### src/rtl/bsc_irq_pkg.sv
package bsc_irq_pkg;
  localparam int NUM_BANKS = 3;

  typedef enum logic [2:0] {
    RK_NONE,
    RK_PEND,
    RK_FIQ,
    RK_SET,
    RK_CLR
  } reg_kind_e;

  typedef struct packed {
    reg_kind_e   kind;
    logic [1:0]  bank;
  } reg_sel_t;

  // word index -> register; bank order of set/clear groups is fixed: 1, 2, 0
  function automatic reg_sel_t decode_word(input logic [3:0] w);
    reg_sel_t s;
    s.kind = RK_NONE;
    s.bank = 2'd0;
    case (w)
      4'd0: begin s.kind = RK_PEND; s.bank = 2'd0; end
      4'd1: begin s.kind = RK_PEND; s.bank = 2'd1; end
      4'd2: begin s.kind = RK_PEND; s.bank = 2'd2; end
      4'd3: begin s.kind = RK_FIQ;  s.bank = 2'd0; end
      4'd4: begin s.kind = RK_SET;  s.bank = 2'd1; end
      4'd5: begin s.kind = RK_SET;  s.bank = 2'd2; end
      4'd6: begin s.kind = RK_SET;  s.bank = 2'd0; end
      4'd7: begin s.kind = RK_CLR;  s.bank = 2'd1; end
      4'd8: begin s.kind = RK_CLR;  s.bank = 2'd2; end
      4'd9: begin s.kind = RK_CLR;  s.bank = 2'd0; end
      default: ;
    endcase
    return s;
  endfunction
endpackage

### src/rtl/bsc_irq_decode.sv
module bsc_irq_decode
  import bsc_irq_pkg::*;
#(
  parameter int ADDR_W = 6
) (
  input  logic                 req_i,
  input  logic                 we_i,
  input  logic [ADDR_W-1:0]    addr_i,
  output reg_sel_t             sel_o,
  output logic [NUM_BANKS-1:0] set_o,
  output logic [NUM_BANKS-1:0] clr_o,
  output logic                 fiq_we_o,
  output logic                 rd_o
);
  logic [ADDR_W-1:0] upper;
  logic              mapped;

  assign upper  = addr_i >> 6;
  assign mapped = (addr_i[1:0] == 2'b00) && (upper == '0);

  always_comb begin
    sel_o = mapped ? decode_word(addr_i[5:2]) : '{kind: RK_NONE, bank: 2'd0};
  end

  always_comb begin
    for (int b = 0; b < NUM_BANKS; b++) begin
      set_o[b] = req_i && we_i && (sel_o.kind == RK_SET) && (sel_o.bank == 2'(b));
      clr_o[b] = req_i && we_i && (sel_o.kind == RK_CLR) && (sel_o.bank == 2'(b));
    end
  end

  assign fiq_we_o = req_i && we_i && (sel_o.kind == RK_FIQ);
  assign rd_o     = req_i && !we_i;
endmodule

### src/rtl/bsc_irq_bank.sv
module bsc_irq_bank #(
  parameter int BANK_W = 32
) (
  input  logic              clk_i,
  input  logic              rst_ni,
  input  logic              set_i,
  input  logic              clr_i,
  input  logic [BANK_W-1:0] wdata_i,
  input  logic [BANK_W-1:0] src_i,
  output logic [BANK_W-1:0] en_o,
  output logic [BANK_W-1:0] masked_o
);
  logic [BANK_W-1:0] en_q;

  always_ff @(posedge clk_i or negedge rst_ni) begin
    if (!rst_ni) begin
      en_q <= '0;
    end else if (set_i) begin
      en_q <= en_q | wdata_i;
    end else if (clr_i) begin
      en_q <= en_q & ~wdata_i;
    end
  end

  assign en_o     = en_q;
  assign masked_o = src_i & en_q;
endmodule

### src/rtl/bsc_irq_rdmux.sv
module bsc_irq_rdmux
  import bsc_irq_pkg::*;
#(
  parameter int BANK_W = 32
) (
  input  reg_sel_t                        sel_i,
  input  logic [NUM_BANKS*BANK_W-1:0]     masked_i,
  input  logic [NUM_BANKS*BANK_W-1:0]     en_i,
  input  logic [BANK_W-1:0]               fiq_i,
  output logic [BANK_W-1:0]               rdata_o
);
  logic bank_ok;
  assign bank_ok = int'(sel_i.bank) < NUM_BANKS;

  always_comb begin
    rdata_o = '0;
    case (sel_i.kind)
      RK_PEND: if (bank_ok) rdata_o = masked_i[int'(sel_i.bank)*BANK_W +: BANK_W];
      RK_SET,
      RK_CLR:  if (bank_ok) rdata_o = en_i[int'(sel_i.bank)*BANK_W +: BANK_W];
      RK_FIQ:  rdata_o = fiq_i;
      default: rdata_o = '0;
    endcase
  end
endmodule

### src/rtl/banked_irq_masker.sv
module banked_irq_masker
  import bsc_irq_pkg::*;
#(
  parameter int BANK_W = 32,
  parameter int ADDR_W = 6
) (
  input  logic                        clk_i,
  input  logic                        rst_ni,
  input  logic [NUM_BANKS*BANK_W-1:0] src_i,
  input  logic                        req_i,
  input  logic                        we_i,
  input  logic [ADDR_W-1:0]           addr_i,
  input  logic [BANK_W-1:0]           wdata_i,
  output logic [BANK_W-1:0]           rdata_o,
  output logic                        irq_o
);
  localparam int FLAT_W = NUM_BANKS * BANK_W;

  reg_sel_t             sel;
  logic [NUM_BANKS-1:0] set_en, clr_en;
  logic                 fiq_we, rd;
  logic [FLAT_W-1:0]    en_flat, masked_flat;
  logic [BANK_W-1:0]    fiq_q, rdata_d, rdata_q;
  logic                 irq_q;

  bsc_irq_decode #(.ADDR_W(ADDR_W)) i_decode (
    .req_i    (req_i),
    .we_i     (we_i),
    .addr_i   (addr_i),
    .sel_o    (sel),
    .set_o    (set_en),
    .clr_o    (clr_en),
    .fiq_we_o (fiq_we),
    .rd_o     (rd)
  );

  for (genvar b = 0; b < NUM_BANKS; b++) begin : g_bank
    bsc_irq_bank #(.BANK_W(BANK_W)) i_bank (
      .clk_i    (clk_i),
      .rst_ni   (rst_ni),
      .set_i    (set_en[b]),
      .clr_i    (clr_en[b]),
      .wdata_i  (wdata_i),
      .src_i    (src_i[b*BANK_W +: BANK_W]),
      .en_o     (en_flat[b*BANK_W +: BANK_W]),
      .masked_o (masked_flat[b*BANK_W +: BANK_W])
    );
  end

  bsc_irq_rdmux #(.BANK_W(BANK_W)) i_rdmux (
    .sel_i    (sel),
    .masked_i (masked_flat),
    .en_i     (en_flat),
    .fiq_i    (fiq_q),
    .rdata_o  (rdata_d)
  );

  always_ff @(posedge clk_i or negedge rst_ni) begin
    if (!rst_ni) begin
      fiq_q   <= '0;
      rdata_q <= '0;
      irq_q   <= 1'b0;
    end else begin
      if (fiq_we) fiq_q <= wdata_i;
      if (rd)     rdata_q <= rdata_d;
      irq_q <= |masked_flat;
    end
  end

  assign rdata_o = rdata_q;
  assign irq_o   = irq_q;
endmodule

### config.mk
export PLATFORM = sky130hd
export DESIGN_NAME = banked_irq_masker
export DESIGN_NICKNAME = d
export VERILOG_FILES = /design/src/rtl/bsc_irq_pkg.sv /design/src/rtl/bsc_irq_decode.sv /design/src/rtl/bsc_irq_bank.sv /design/src/rtl/bsc_irq_rdmux.sv /design/src/rtl/banked_irq_masker.sv
export SDC_FILE = /design/constraint.sdc
export NUM_CORES = 1
export LEC_CHECK = 0
export BUFFER_PORTS_ARGS = -buffer_cell sky130_fd_sc_hd__buf_2
export CAP_MARGIN = 20
export CORE_MARGIN = 4
export CORE_UTILIZATION = 55
export DETAILED_ROUTE_END_ITERATION = 16
export HOLD_SLACK_MARGIN = 0.02
export PLACE_DENSITY_LB_ADDON = 0.3
export SLEW_MARGIN = 20
export SYNTH_ARGS = -nofsm -noshare
export SYNTH_HDL_FRONTEND = slang
export SYNTH_SLANG_ARGS = --single-unit
export TNS_END_PERCENT = 100
### constraint.sdc
create_clock -name clk_i -period 2.2 [get_ports clk_i]
set_input_delay 0.55 -clock clk_i [delete_from_list [all_inputs] [get_ports clk_i]]
set_output_delay 0.55 -clock clk_i [all_outputs]
set_load 0.005 [all_outputs]
### Yosys cells after proc, flatten, opt, wreduce, memory -nomap -nowiden

Index checks and enable logic that the tools add are counted.

| word-level totals | value |
|---|---|
| register bits | 161 |
| logic and storage cells | 65 |
| memory bits (read-only) | 0 |
| bits in latches | 0 |
| RAM bits | 0 |
| memories kept | 0 |
| bits of input ports | 138 |

| operators by class | value |
|---|---|
| divide/modulo/power cells | 0 |
| add/sub/neg operators | 0 |
| equality and inequality tests | 15 |
| reduce and logical (&&, ||, !) cells | 20 |
| bitwise gates (word level) | 10 |
| shift operators | 2 |
| multiply operators | 0 |
| mux-type cells | 11 |
| magnitude comparators | 1 |

Operators with widths:

| operator | number |
|---|---|
| 2-to-1 mux 32 bit | 8 |
| bitwise AND 32 bit | 6 |
| variable part select 96 x 8 -> 32 bit | 2 |
| bitwise OR 32 bit | 3 |
| one-hot mux 32 bit (3 select lines) | 1 |
| OR reduction 96 bit | 1 |
| one-hot mux 5 bit (10 select lines) | 1 |
| inverter 32 bit | 1 |
| == test 4 x 3 -> 1 bit (second input constant) | 4 |
| logical AND 1 bit | 11 |
| == test 4 x 2 -> 1 bit (second input constant) | 2 |
| == test 4 bit (second input constant) | 2 |
| == test 3 x 2 -> 1 bit (second input constant) | 2 |
| nonzero test 2 bit | 3 |
| 2-to-1 mux 5 bit | 1 |
| == test 4 x 1 -> 1 bit (second input constant) | 1 |
| logical NOT 2 bit | 2 |
| logical NOT 4 bit | 1 |
| == test 3 x 1 -> 1 bit (second input constant) | 1 |
| == test 3 bit (second input constant) | 1 |
| == test 2 x 1 -> 1 bit (second input constant) | 1 |
| == test 2 bit (second input constant) | 1 |
| < comparator 2 bit (second input constant) | 1 |
| OR reduction 2 bit | 1 |
| logical NOT 1 bit | 1 |

### Depth between registers and ports, before layout

Gate-level depths: netlist of run 1.

| logic depth | value |
|---|---|
| depth in word-level cells | 8 |
| depth in mapped cells | 9 |
| gate-level depth less buffers | 6 |

### Cells and area by module

Synthesis of run 1 repeated with hierarchy kept, for this count alone.

| second synthesis, totals | value |
|---|---|
| cells, all modules | 905 |
| area total of the unflattened synthesis | 9310.2 µm² |

By module, submodules not included:

| module | cells an instance | sequential area each (µm²) | instances | area each (µm²) |
|---|---|---|---|---|
| bsc_irq_bank | 134 | 800.8 | 3 | 1450.1 |
| banked_irq_masker | 170 | 1626.6 | 1 | 2607.5 |
| bsc_irq_rdmux | 300 | 0.0 | 1 | 2109.5 |
| bsc_irq_decode | 33 | 0.0 | 1 | 242.7 |

### Worst setup path before layout of run 1

No wires, ideal clock.

| timing | value |
|---|---|
| path kind | input-to-reg |
| start | input addr_i[3] |
| end | register with a tool-made name |
| data arrival time | 2054 ps |
| buffers on the path | 3 |
| slack | 18 ps |
| cell stages on the path | 8 |
| setup time | 127 ps |
| cell sequence | buf_4 xnor2_1 a22o_1 buf_6 nor4_4 buf_6 nand2_1 mux2_1 |

RTL lines:

| element | line | source |
|---|---|---|
| start, declared | banked_irq_masker.sv:12 | `input logic [ADDR_W-1:0] addr_i,` |

### Worst setup path after layout of run 1

| timing | value |
|---|---|
| start | input addr_i[4] |
| end | register rdata_q[7] (netlist: rdata_o[7]) |

| on the way | value |
|---|---|
| cells in the longest elaborated chain, start to end | 6 |

Ends and longest elaborated chain:

| element | line | source |
|---|---|---|
| == test 4 bit, or another cell as far along | bsc_irq_pkg.sv:22 | `case (w)` |
| one-hot mux 5 bit (10 select lines) * | bsc_irq_pkg.sv:22 |  |
| 2-to-1 mux 5 bit * | bsc_irq_decode.sv:22 | `sel_o = mapped ? decode_word(addr_i[5:2]) : '{kind: RK_NONE, bank: 2'd0};` |
| variable part select 96 x 8 -> 32 bit, or another cell as far along | bsc_irq_rdmux.sv:20 | `RK_CLR: if (bank_ok) rdata_o = en_i[int'(sel_i.bank)*BANK_W +: BANK_W];` |
| 2-to-1 mux 32 bit, or another cell as far along | bsc_irq_rdmux.sv:20 |  |
| one-hot mux 32 bit (3 select lines) * | bsc_irq_rdmux.sv:17 | `case (sel_i.kind)` |
| end signal, assigned | banked_irq_masker.sv:65 | `if (rd) rdata_q <= rdata_d;` |
| end, declared | banked_irq_masker.sv:23 | `logic [BANK_W-1:0] fiq_q, rdata_d, rdata_q;` |

Every way passes the cells marked *; elsewhere a longest branch is shown, timed or not.
A chain may end at the register's enable or synchronous reset.

==> impl_metrics.csv, run 1 <==
group,metric,value,unit
detailed_routing,finalWirelength,30.8,mm
floorplanning,rows,44,
detailed_routing,drt_iter0_drc,1065,
synthesis,yosysWarnings,0,
power_and_ir_drop,p_per_area,674,mW/mm2
synthesis,synth_edf_count,0,
synthesis,ys_top_cells_by_count,"nand2_1 (166), dfrtp_1 (161), mux2_2 (108), o22ai_1 (45), a22oi_1 (42)",
sta,worst_pin_slew,0.875,ns
critical_path,worstPathArrival,2.50,ns
global_routing,grt_max_degree,55,
cts,clk_path_buf_depth,2,
cts,postCtsSetupRepairBufs,0,
cts,cts_inserted_buffers,17,
cts,cts_max_level,4,
place,post_dp_cell_area,0.00992,mm2
min_path,hp-class,"input port to async pin",
sta,drv_slew,0,
floorplanning,dieArea,0.0173,mm2
power_and_ir_drop,switchingPower,1650,uW
floorplanning,start_util,56.9,%
critical_path,cp.required,2.56,ns
cts,cts_resized,0,
cts,clock_latency,0.43,ns
power_and_ir_drop,p_comb_share,10.1,%
sta,timing.final.crit_share,97.1,%
global_routing,gr-total-overflow,0,
place,hpwlAfterDp,22.3,mm
cts,cts_num_sinks,161,
detailed_routing,drcViolationCount,0,
cts,clk_pin_slew,0.06,ns
synthesis,ys_seq_area_share,48.0,%
detailed_routing,firstDrtPassIters,6,
global_routing,grt_pass1_wl,47.0,mm
power_and_ir_drop,p_seq_share,44.3,%
synthesis,yosys.area.top_type,"dfrtp_1",
cts,hold_buffers,0,
sta,period_needed,2.14,ns
synthesis,synth_cell_types,44,
global_routing,grt_util_all_layers,35.0,%
synthesis,async_flop_share,100,%
synthesis,yosysMostFrequentCell,"nand2_1",
critical_path,ff2ff_path_depth,7,
cts,cts_tree,"yes",
finish,final_area,0.0106,mm2
detailed_routing,wl_per_cell,25.3,um
finish,syn_to_final_growth,25.8,%
synthesis,synth_top_cell_area_share,48.0,%
critical_path,crit_path_end_kind,"flop",
place,gp_congestion,0.997,
sta,rsz0062_at_grt,"false",
sta,setup_viol,0,
detailed_routing,postRouteAntennaNets,0,
sta,finClkSkew,0.00488,ns
synthesis,synth_area,0.00840,mm2
synthesis,synthCells,814,
synthesis,ys.flop_type,"dfrtp_1",
power_and_ir_drop,internal_power,5470,uW
finish,final_util,71.6,%
floorplanning,core,0.0148,mm2
critical_path,startpoint_type,"input port",
power_and_ir_drop,peakVddDrop,0.538,mV
floorplanning,die_h,132,um
synthesis,ys_ff_latch,161,
synthesis,synth_nets,952,
synthesis,yosys-top-cells-area,"dfrtp_1 (48%), mux2_2 (14%), nand2_1 (7.4%)",
finish,num-fill-cells,1099,
power_and_ir_drop,pwr-share-clk,45.6,%
finish,layout-drive-gt1-share,38.6,%
sta,fmax,468,MHz
critical_path,cp_max_fo,17,
sta,relSlewSlack,41.6,%
synthesis,syn_area_per_cell,10.3,um2
floorplanning,ios,171,
sta,tns,0,ns
place,numPortBuffers,170,
cts,cts_root_buf,"clkbuf_16",
detailed_routing,via_per_inst,6.83,
sta,final-hold-violation-count,0,
global_routing,antenna_found_initial,0,
sta,worst_slack,0.0639,ns
outcome,status,"finished, final reports clean",
power_and_ir_drop,leakage,0.00490,uW
flow_run,maxCapViolCount,0,
finish,fin_nets,1157,
floorplanning,fp.dieW,132,um
critical_path,crit_type,"input port to flop",
power_and_ir_drop,switching_share,23.2,%
detailed_routing,dr_total_vias,8309,
global_routing,grt_pass1_vias,8252,
place,dp_slack,-0.265,ns
[kinds of logic (layout without fill, tap and decap cells)]
| kind of cell | count (synthesis) | count (layout) | synth area share (%) |
|---|---|---|---|
| compound gates | 208 | 208 | 17.8 |
| xor+xnor | 2 | 2 | 0.209 |
| buf+inv | 60 | 278 | 3.35 |
| flops | 161 | 161 | 48.0 |
| mux | 128 | 128 | 17.2 |
| other cells | 0 | 1 | 0 |
| simple gates | 255 | 255 | 13.5 |
[power groups by stage]
stage                     logic (uW)  registers, uW  clock network [uW]
after global placement           686           3200                   0
after floorplan                  237           3190                   0
final                            717           3160                3250
after CTS                        704           3160                3250
after global routing             764           3170                3390
after detailed placement         698           3210                   0
[cells in the final DEF (no fill, tap or decap), drive strengths merged]
master    Yosys  layout
buf          21     246
nand2       166     166
dfrtp       161     161
mux2        128     128
o22ai        45      45
a22oi        43      43
a31oi        31      31
nor2         27      27
o21ai        27      27
a221o        23      23
clkbuf       39      22
nand3        18      18
nand4        17      17
a221oi       13      13
o221ai        9       9
o21a          9       9
nor4          6       6
bufinv        0       5
and3          4       4
clkinv        0       4
nor3          4       4
nor2b         4       4
nand2b        3       3
o22a          2       2
a22o          2       2
nor4b         2       2
diode         0       1
or4           1       1
xor2          1       1
a32oi         1       1
nor3b         1       1
a32o          1       1
xnor2         1       1
and3b         1       1
and4          1       1
o21bai        1       1
a21oi         1       1
clkinvlp      0       1
[critical path, stage by stage]
cell,delay (ns)
buf_2,0.13
nor2b_2,0.18
a32o_2,0.30
nor2_2,0.69
buf_4,0.28
nand3_1,0.09
a31oi_1,0.15
o22a_1,0.14
[final timing paths]
check | from | end | slack (ns)
setup / recovery | addr_i[4] | rdata_o[7] | 0.06
hold / removal | rst_ni | rdata_o[18] | 0.08
setup reg to reg | flop | irq_o | 0.26
hold reg to reg | rdata_o[25] | rdata_o[25] | 0.49
max in group asynchronous | rst_ni | async pin | 1.47
min in group clk_i | wdata_i[9] | fiq_q[9] | 0.41
[layer usage]
metal / global-route usage [%] / vias up / part of all wire [%]
met5: 0 / - / 0
met4: 17.6 / 0 / 5.2
met3: 9.29 / 149 / 13
met2: 54.8 / 701 / 46
met1: 45.2 / 3977 / 36
li1: - / 3482 / -
[stage by stage]
step                      hold WS (ns)  std cells  total power (uW)
after floorplan                  0.254        814              3430
after global placement           0.472       1184              3890
after detailed placement         0.475       1184              3910
after CTS                       0.0885       1216              7120
after global routing             0.102       1216              7320
final                           0.0773       1217              7120
[cell type report]
type	count	area (um2)	area share [%]
diodes	1	2.50	0.0237
clock buffers	22	464	4.39
clock inverters	10	181	1.72
multi-input cells	593	4140	39.1
flip-flops and latches	161	4030	38.1
well taps	184	230	2.18
repair buffers	246	1530	14.5
Power figures use the tool's default switching activity.
==> inputs of run 2 (changes only) <==
--- a/config.mk
+++ b/config.mk
@@ -7,6 +7,7 @@
 export LEC_CHECK = 0
 export BUFFER_PORTS_ARGS = -buffer_cell sky130_fd_sc_hd__buf_2
 export CAP_MARGIN = 20
+export CORE_ASPECT_RATIO = 0.8
 export CORE_MARGIN = 4
 export CORE_UTILIZATION = 55
 export DETAILED_ROUTE_END_ITERATION = 16
@@ -15,5 +16,6 @@
 export SLEW_MARGIN = 20
 export SYNTH_ARGS = -nofsm -noshare
 export SYNTH_HDL_FRONTEND = slang
+export SYNTH_HIERARCHICAL = 1
 export SYNTH_SLANG_ARGS = --single-unit
 export TNS_END_PERCENT = 100
==> run 2 against run 1 <==
Compared with the run above: the run now ends with negative setup slack left; utilization fell by 0.21 points; design area rose by 12%; worst hold slack improved by 0.35 ns; sequential power rose by 6%; critical endpoint is now rdata_o[27]; largest cell class unchanged; highest routed layer is now met5.
==> impl_metrics.csv, run 2 <==
group,metric,value,unit
flow_run,maxCapViolCount,0,
critical_path,cp_top_family,"simple AND/OR/NAND/NOR gates",
cts,cts_root_buf,"clkbuf_16",
power_and_ir_drop,peakVddDrop,0.494,mV
sta,timing.final.crit_share,101,%
global_routing,antenna_found_initial,4,
global_routing,grt_pass1_wl,48.8,mm
critical_path,ff2ff_path_depth,7,
critical_path,crit_end,"rdata_o[27]",
critical_path,worstPathArrival,2.54,ns
finish,final_cell_mix,"buf_2 (168), dfrtp_1 (161), nand2_1 (130)",
sta,setup_viol,2,
sta,drv_slew,0,
global_routing,grt_pass1_vias,8746,
critical_path,critPathSlowestCell,"or3b_4",
global_routing,grt-busiest-layer,"met2",
sta,relSlewSlack,61.7,%
cts,cts_max_level,4,
finish,mostFrequentLayoutCell,"buf_2",
sta,tns,-0.0417,ns
detailed_routing,drcViolationCount,0,
detailed_routing,via_per_inst,6.51,
synthesis,syn_area_per_cell,10.3,um2
critical_path,cp.required,2.52,ns
critical_path,crit_type,"input port to flop",
synthesis,synth_nets,1043,
place,hpwlAfterDp,20.9,mm
sta,period_needed,2.22,ns
synthesis,synth_edf_count,0,
finish,syn_to_final_growth,27.0,%
synthesis,synth_top_cell_area_share,43.3,%
global_routing,gr-total-overflow,0,
sta,fmax,450,MHz
floorplanning,rows,42,
outcome,failed_checks,"negative setup slack",
critical_path,setup.worst_path.start,"addr_i[5]",
synthesis,ys_seq_area_share,43.3,%
cts,cts_inserted_buffers,17,
synthesis,ys_ff_latch,161,
synthesis,synth_cell_types,44,
synthesis,synth_mux_area_share,11.2,%
synthesis,synth_compound_area_share,20.7,%
critical_path,crit_top_cell,"buf_4",
sta,rsz0062_at_grt,"true",
cts,clk_path_buf_depth,2,
critical_path,cp_max_fo,11,
synthesis,ys.flop_type,"dfrtp_1",
power_and_ir_drop,leakage,0.00548,uW
critical_path,path_buf_inv,3,
detailed_routing,drt_iter0_drc,1171,
global_routing,grt_max_degree,56,
finish,fin_nets,1249,
floorplanning,ios,171,
detailed_routing,firstDrtPassIters,6,
synthesis,yosys-top-cells-area,"dfrtp_1 (43%), a22o_1 (9.0%), mux2_2 (7.3%)",
sta,hold_slack,0.427,ns
synthesis,yosys.area_share.xor_xnor,0.0941,%
global_routing,grtUsageMet1,45.8,%
floorplanning,start_util,56.2,%
global_routing,grt_util_all_layers,32.5,%
finish,layout-drive-gt1-share,34.8,%
critical_path,crit_path_end_kind,"flop",
place,numPortBuffers,170,
critical_path,cpPeakStageDelay,0.41,ns
synthesis,async_flop_share,100,%
detailed_routing,postRouteAntennaNets,0,
min_path,min_delay_path_depth,2,
floorplanning,fp.dieW,153,um
min_path,hp-class,"input port to flop",
cts,cts_tree,"yes",
synthesis,ys_top_cells_by_count,"dfrtp_1 (161), nand2_1 (130), a22o_1 (96), and2_1 (96), nor2b_1 (66)",
outcome,status,"finished with violations",
cts,clock_latency,0.44,ns
floorplanning,die_h,124,um
cts,cts_num_sinks,161,
global_routing,met3_usage,8.41,%
place,gp_congestion,0.865,
synthesis,yosysWarnings,6,
detailed_routing,wl_per_cell,23.7,um
critical_path,path_cells,"buf_2, buf_4, or3b_4, a21boi_4, and3b_1, a21oi_4, buf_4, o221ai_1, mux2_2",
critical_path,startpoint_type,"input port",
synthesis,synth_top_family_by_area,"compound AO/OA/AOI/OAI gates",
place,post_dp_cell_area,0.0109,mm2
critical_path,cp_num_cells,9,
finish,final_area,0.0118,mm2
critical_path,r2r-end,"irq_o",
power_and_ir_drop,p_per_area,638,mW/mm2
synthesis,yosysMostFrequentCell,"dfrtp_1",
synthesis,synthCells,905,
sta,finClkSkew,0.0105,ns
critical_path,r2r_slack,0.25,ns
synthesis,yosys.area.top_type,"dfrtp_1",
sta,worst_pin_slew,0.569,ns
floorplanning,core,0.0166,mm2
detailed_routing,finalWirelength,31.9,mm
floorplanning,dieArea,0.0191,mm2
sta,final-hold-violation-count,0,
finish,final_util,71.4,%
synthesis,yosys.area_share.simple,20.1,%
cts,clk_pin_slew,0.06,ns
sta,worst_slack,-0.0230,ns
global_routing,use_met2,48.8,%
synthesis,synth_fa_ha_area_share,0,%
detailed_routing,dr_total_vias,8759,
synthesis,synth_area,0.00931,mm2
-- run 2: worst register-to-register path: stages, from the launching register on --
cell and delay [ns]:
dfrtp_1 0.40, and2_1 0.20, nor4_1 0.48, buf_4 0.19
nand4_1 0.14, nor4_1 0.22, buf_4 0.17, nand2_1 0.05
-- run 2: repair_timing --
item                                    4_1_cts  5_1_grt
hold buffers                                  1        0
resized for setup                             1       28
cloned                                        1        1
hold endpoints to repair                     25        0
pin swaps                                     1        2
buffers inserted                              8        5
endpoints found under the setup margin       26       32
-- run 2: worst min path at each step --
stage / from / endpoint / slack (ns)
after floorplan: rst_ni / fiq_q[0] / 0.25
after global placement: rst_ni / async pin / 0.45
after detailed placement: rst_ni / async pin / 0.44
after CTS: wdata_i[20] / flop / 0.42
after global routing: wdata_i[8] / fiq_q[8] / 0.42
final: wdata_i[25] / flop / 0.43
-- run 2: cell families after synthesis --
| family | Yosys count |
|---|---|
| AOI/OAI and AO/OA | 232 |
| muxes | 96 |
| xor gates and xnor gates | 1 |
| and+or+nand+nor | 345 |
| DFF | 161 |
| buffers and inverters | 70 |
-- run 2: where the power goes --
group / switching [uW] / internal [uW]
clock: 1220 / 1810
sequential: 175 / 3170
combinational: 589 / 588
-- run 2: layer usage --
layer  up-vias  share of wire (%)
met3        90                 12
li1       3765                  -
met4         4                3.0
met1      4326                 41
met5         -               0.10
met2       574                 45
-- run 2: area by class of cell --
type                    count  area (um2)
inverters                   3        11.3
diodes                      2        5.00
well taps                 220         275
fillers                  1209        4730
multi-input cells         674        5080
flip-flops and latches    161        4030
repair buffers            254        1840
clock buffers              21         450
clock inverters            11         138
-- run 2: metrics by stage --
stage,std cells,total power [uW],worst slack [ns]
floorplan,905,3920,-0.135
global placement,1296,4440,-0.438
detailed placement,1296,4470,-0.547
CTS,1338,7490,0.00213
global route,1346,7800,-0.0723
finish,1346,7550,-0.0230
==> inputs of run 3 (changes only) <==
--- a/config.mk
+++ b/config.mk
@@ -7,9 +7,11 @@
 export LEC_CHECK = 0
 export BUFFER_PORTS_ARGS = -buffer_cell sky130_fd_sc_hd__buf_2
 export CAP_MARGIN = 20
+export CELL_PAD_IN_SITES_DETAIL_PLACEMENT = 0
+export CELL_PAD_IN_SITES_GLOBAL_PLACEMENT = 1
 export CORE_ASPECT_RATIO = 0.8
 export CORE_MARGIN = 4
-export CORE_UTILIZATION = 55
+export CORE_UTILIZATION = 47
 export DETAILED_ROUTE_END_ITERATION = 16
 export HOLD_SLACK_MARGIN = 0.02
 export PLACE_DENSITY_LB_ADDON = 0.3
==> constraint.sdc (replaced) <==
create_clock -name clk_i -period 2.7 [get_ports clk_i]
set_input_delay 0.675 -clock clk_i [delete_from_list [all_inputs] [get_ports clk_i]]
set_output_delay 0.675 -clock clk_i [all_outputs]
set_load 0.005 [all_outputs]
==> run 3 against run 2 <==
Compared with the run above: the run now ends clean; first-iteration DRC count decreased by 28%; sequential share of layout area increased by 1.1 points; register-to-register slack improved by 0.39 ns; non-clock buffer count decreased by 16; flip-flop and latch count unchanged; critical path type unchanged; largest cell class unchanged.
==> impl_metrics.csv, run 3 (synthesis results as in run 2) <==
group,metric,value,unit
cts,clock_latency,0.43,ns
finish,final_cell_mix,"buf_2 (169), dfrtp_1 (161), nand2_1 (130)",
flow_run,maxCapViolCount,0,
detailed_routing,met3_wirelength,2.53,mm
detailed_routing,drt_iter0_drc,844,
sta,setup_viol,0,
finish,instances_no_fill,1367,
detailed_routing,drcViolationCount,0,
power_and_ir_drop,peakVddDrop,0.277,mV
sta,tns,0,ns
detailed_routing,via_per_inst,6.03,
sta,period_needed,2.56,ns
finish,final_area,0.0114,mm2
critical_path,r2r-end,"irq_o",
critical_path,worstPathArrival,2.92,ns
power_and_ir_drop,pwr-share-clk,38.8,%
cts,cts_max_level,4,
cts,cts_inserted_buffers,17,
cts,cts_tree,"yes",
detailed_routing,firstDrtPassIters,7,
outcome,status,"finished, final reports clean",
floorplanning,core,0.0192,mm2
detailed_routing,routed.top_layer,"met5",
min_path,hp-class,"input port to async pin",
critical_path,startpoint_type,"input port",
global_routing,grt_max_degree,58,
cts,cts_num_sinks,161,
power_and_ir_drop,switchingPower,1650,uW
floorplanning,die_h,134,um
detailed_routing,dr_total_vias,8243,
finish,multi_input_area,0.00493,mm2
sta,finClkSkew,0.00635,ns
sta,rsz0062_at_grt,"false",
power_and_ir_drop,p_per_area,515,mW/mm2
critical_path,r2r_slack,0.64,ns
global_routing,grt_pass1_wl,46.8,mm
sta,hold_slack,0.187,ns
power_and_ir_drop,total_power,5890,uW
detailed_routing,wl_per_cell,22.3,um
place,placed_cells,1334,
cts,postCtsSetupRepairBufs,0,
floorplanning,fp.dieW,165,um
cts,cts_root_buf,"clkbuf_16",
power_and_ir_drop,leakage,0.00530,uW
critical_path,ff2ff_path_depth,5,
cts,hold_buffers,0,
place,hpwlAfterDp,21.3,mm
power_and_ir_drop,p_comb_share,15.1,%
global_routing,gr-total-overflow,0,
finish,syn_to_final_growth,22.9,%
critical_path,crit_type,"input port to flop",
cts,clk_path_buf_depth,2,
global_routing,grt_pass1_vias,8082,
floorplanning,dieArea,0.0221,mm2
sta,fmax,391,MHz
finish,layout-drive-gt1-share,32.3,%
finish,num-fill-cells,1688,
power_and_ir_drop,p_seq_share,46.1,%
critical_path,crit_path_end_kind,"flop",
floorplanning,ios,171,
finish,ff_latch_area,0.00403,mm2
sta,drv_slew,0,
cts,clk_pin_slew,0.07,ns
sta,relSlewSlack,29.5,%
finish,fin_nets,1233,
cts,cts_resized,0,
place,gp_congestion,0.853,
detailed_routing,finalWirelength,30.5,mm
sta,worst_pin_slew,1.06,ns
sta,timing.final.crit_share,94.7,%
sta,final-hold-violation-count,0,
floorplanning,rows,45,
finish,mostFrequentLayoutCell,"buf_2",
detailed_routing,postRouteAntennaNets,0,
floorplanning,start_util,48.5,%
place,post_dp_cell_area,0.0109,mm2
global_routing,antenna_found_initial,2,
global_routing,grt_util_all_layers,27.7,%
place,numPortBuffers,170,
critical_path,cp_max_fo,18,
critical_path,cp.required,3.07,ns
detailed_routing,wl_met1,14.0,mm
power_and_ir_drop,internal_power,4240,uW
power_and_ir_drop,switching_share,28.1,%
detailed_routing,dr_wl_met2,13.6,mm
run 3: cell types whose count changed in the layout (fill, tap and decap cells not counted), sizes merged:
cell	before	now
inv	3	8
buf	250	238
clkinvlp	0	3
clkinv	8	6
diode	2	1
bufbuf	1	0
bufinv	3	0
clkbuf	23	18
dlygate4sd3	1	0
run 3: how the worst max path moves through the flow:
stage | startpoint | endpoint | cells past startpoint | slack [ns]
finish | addr_i[5] | rdata_o[10] | 8 | 0.14
floorplan | addr_i[4] | rdata_o[31] | 8 | 0.05
detailed placement | addr_i[5] | rdata_o[12] | 8 | -0.23
global route | addr_i[5] | rdata_o[7] | 8 | 0.008
CTS | addr_i[5] | rdata_o[10] | 8 | 0.18
global placement | addr_i[5] | rdata_o[10] | 8 | -0.20
run 3: power groups by stage:
stage	Clock [uW]	Sequential [uW]	Combinational, uW
floorplan	0	2710	485
global placement	0	2750	870
detailed placement	0	2750	882
CTS	2320	2710	885
global route	2410	2740	965
finish	2290	2710	890
run 3: stage by stage:
step	setup slack, ns	utilization, %
finish	0.143	59.6
global route	0.00767	59.6
CTS	0.176	59.6
global placement	-0.197	56.8
floorplan	0.0524	-
detailed placement	-0.228	56.8
run 3: layer usage:
| layer | GRT usage, % | vias to the layer above |
|---|---|---|
| li1 | - | 3718 |
| met1 | 42.0 | 4127 |
| met2 | 41.2 | 366 |
| met3 | 5.53 | 30 |
| met4 | 5.91 | 2 |
| met5 | 0 | - |
run 3: layout make-up:
type                    count  area share, %
clock buffers              18           3.84
repair buffers            238           14.0
flip-flops and latches    161           35.2
clock inverters            14          0.929
multi-input cells         674           43.1
inverters                   3         0.0984
well taps                 258           2.82
diodes                      1         0.0219
run 3: worst max-delay path, stage by stage:
cell      delay [ns]
buf_2           0.13
or3_1           0.40
a21oi_1         0.20
nor3b_4         0.90
buf_4           0.28
nand2_1         0.07
o221ai_1        0.08
mux2_2          0.18
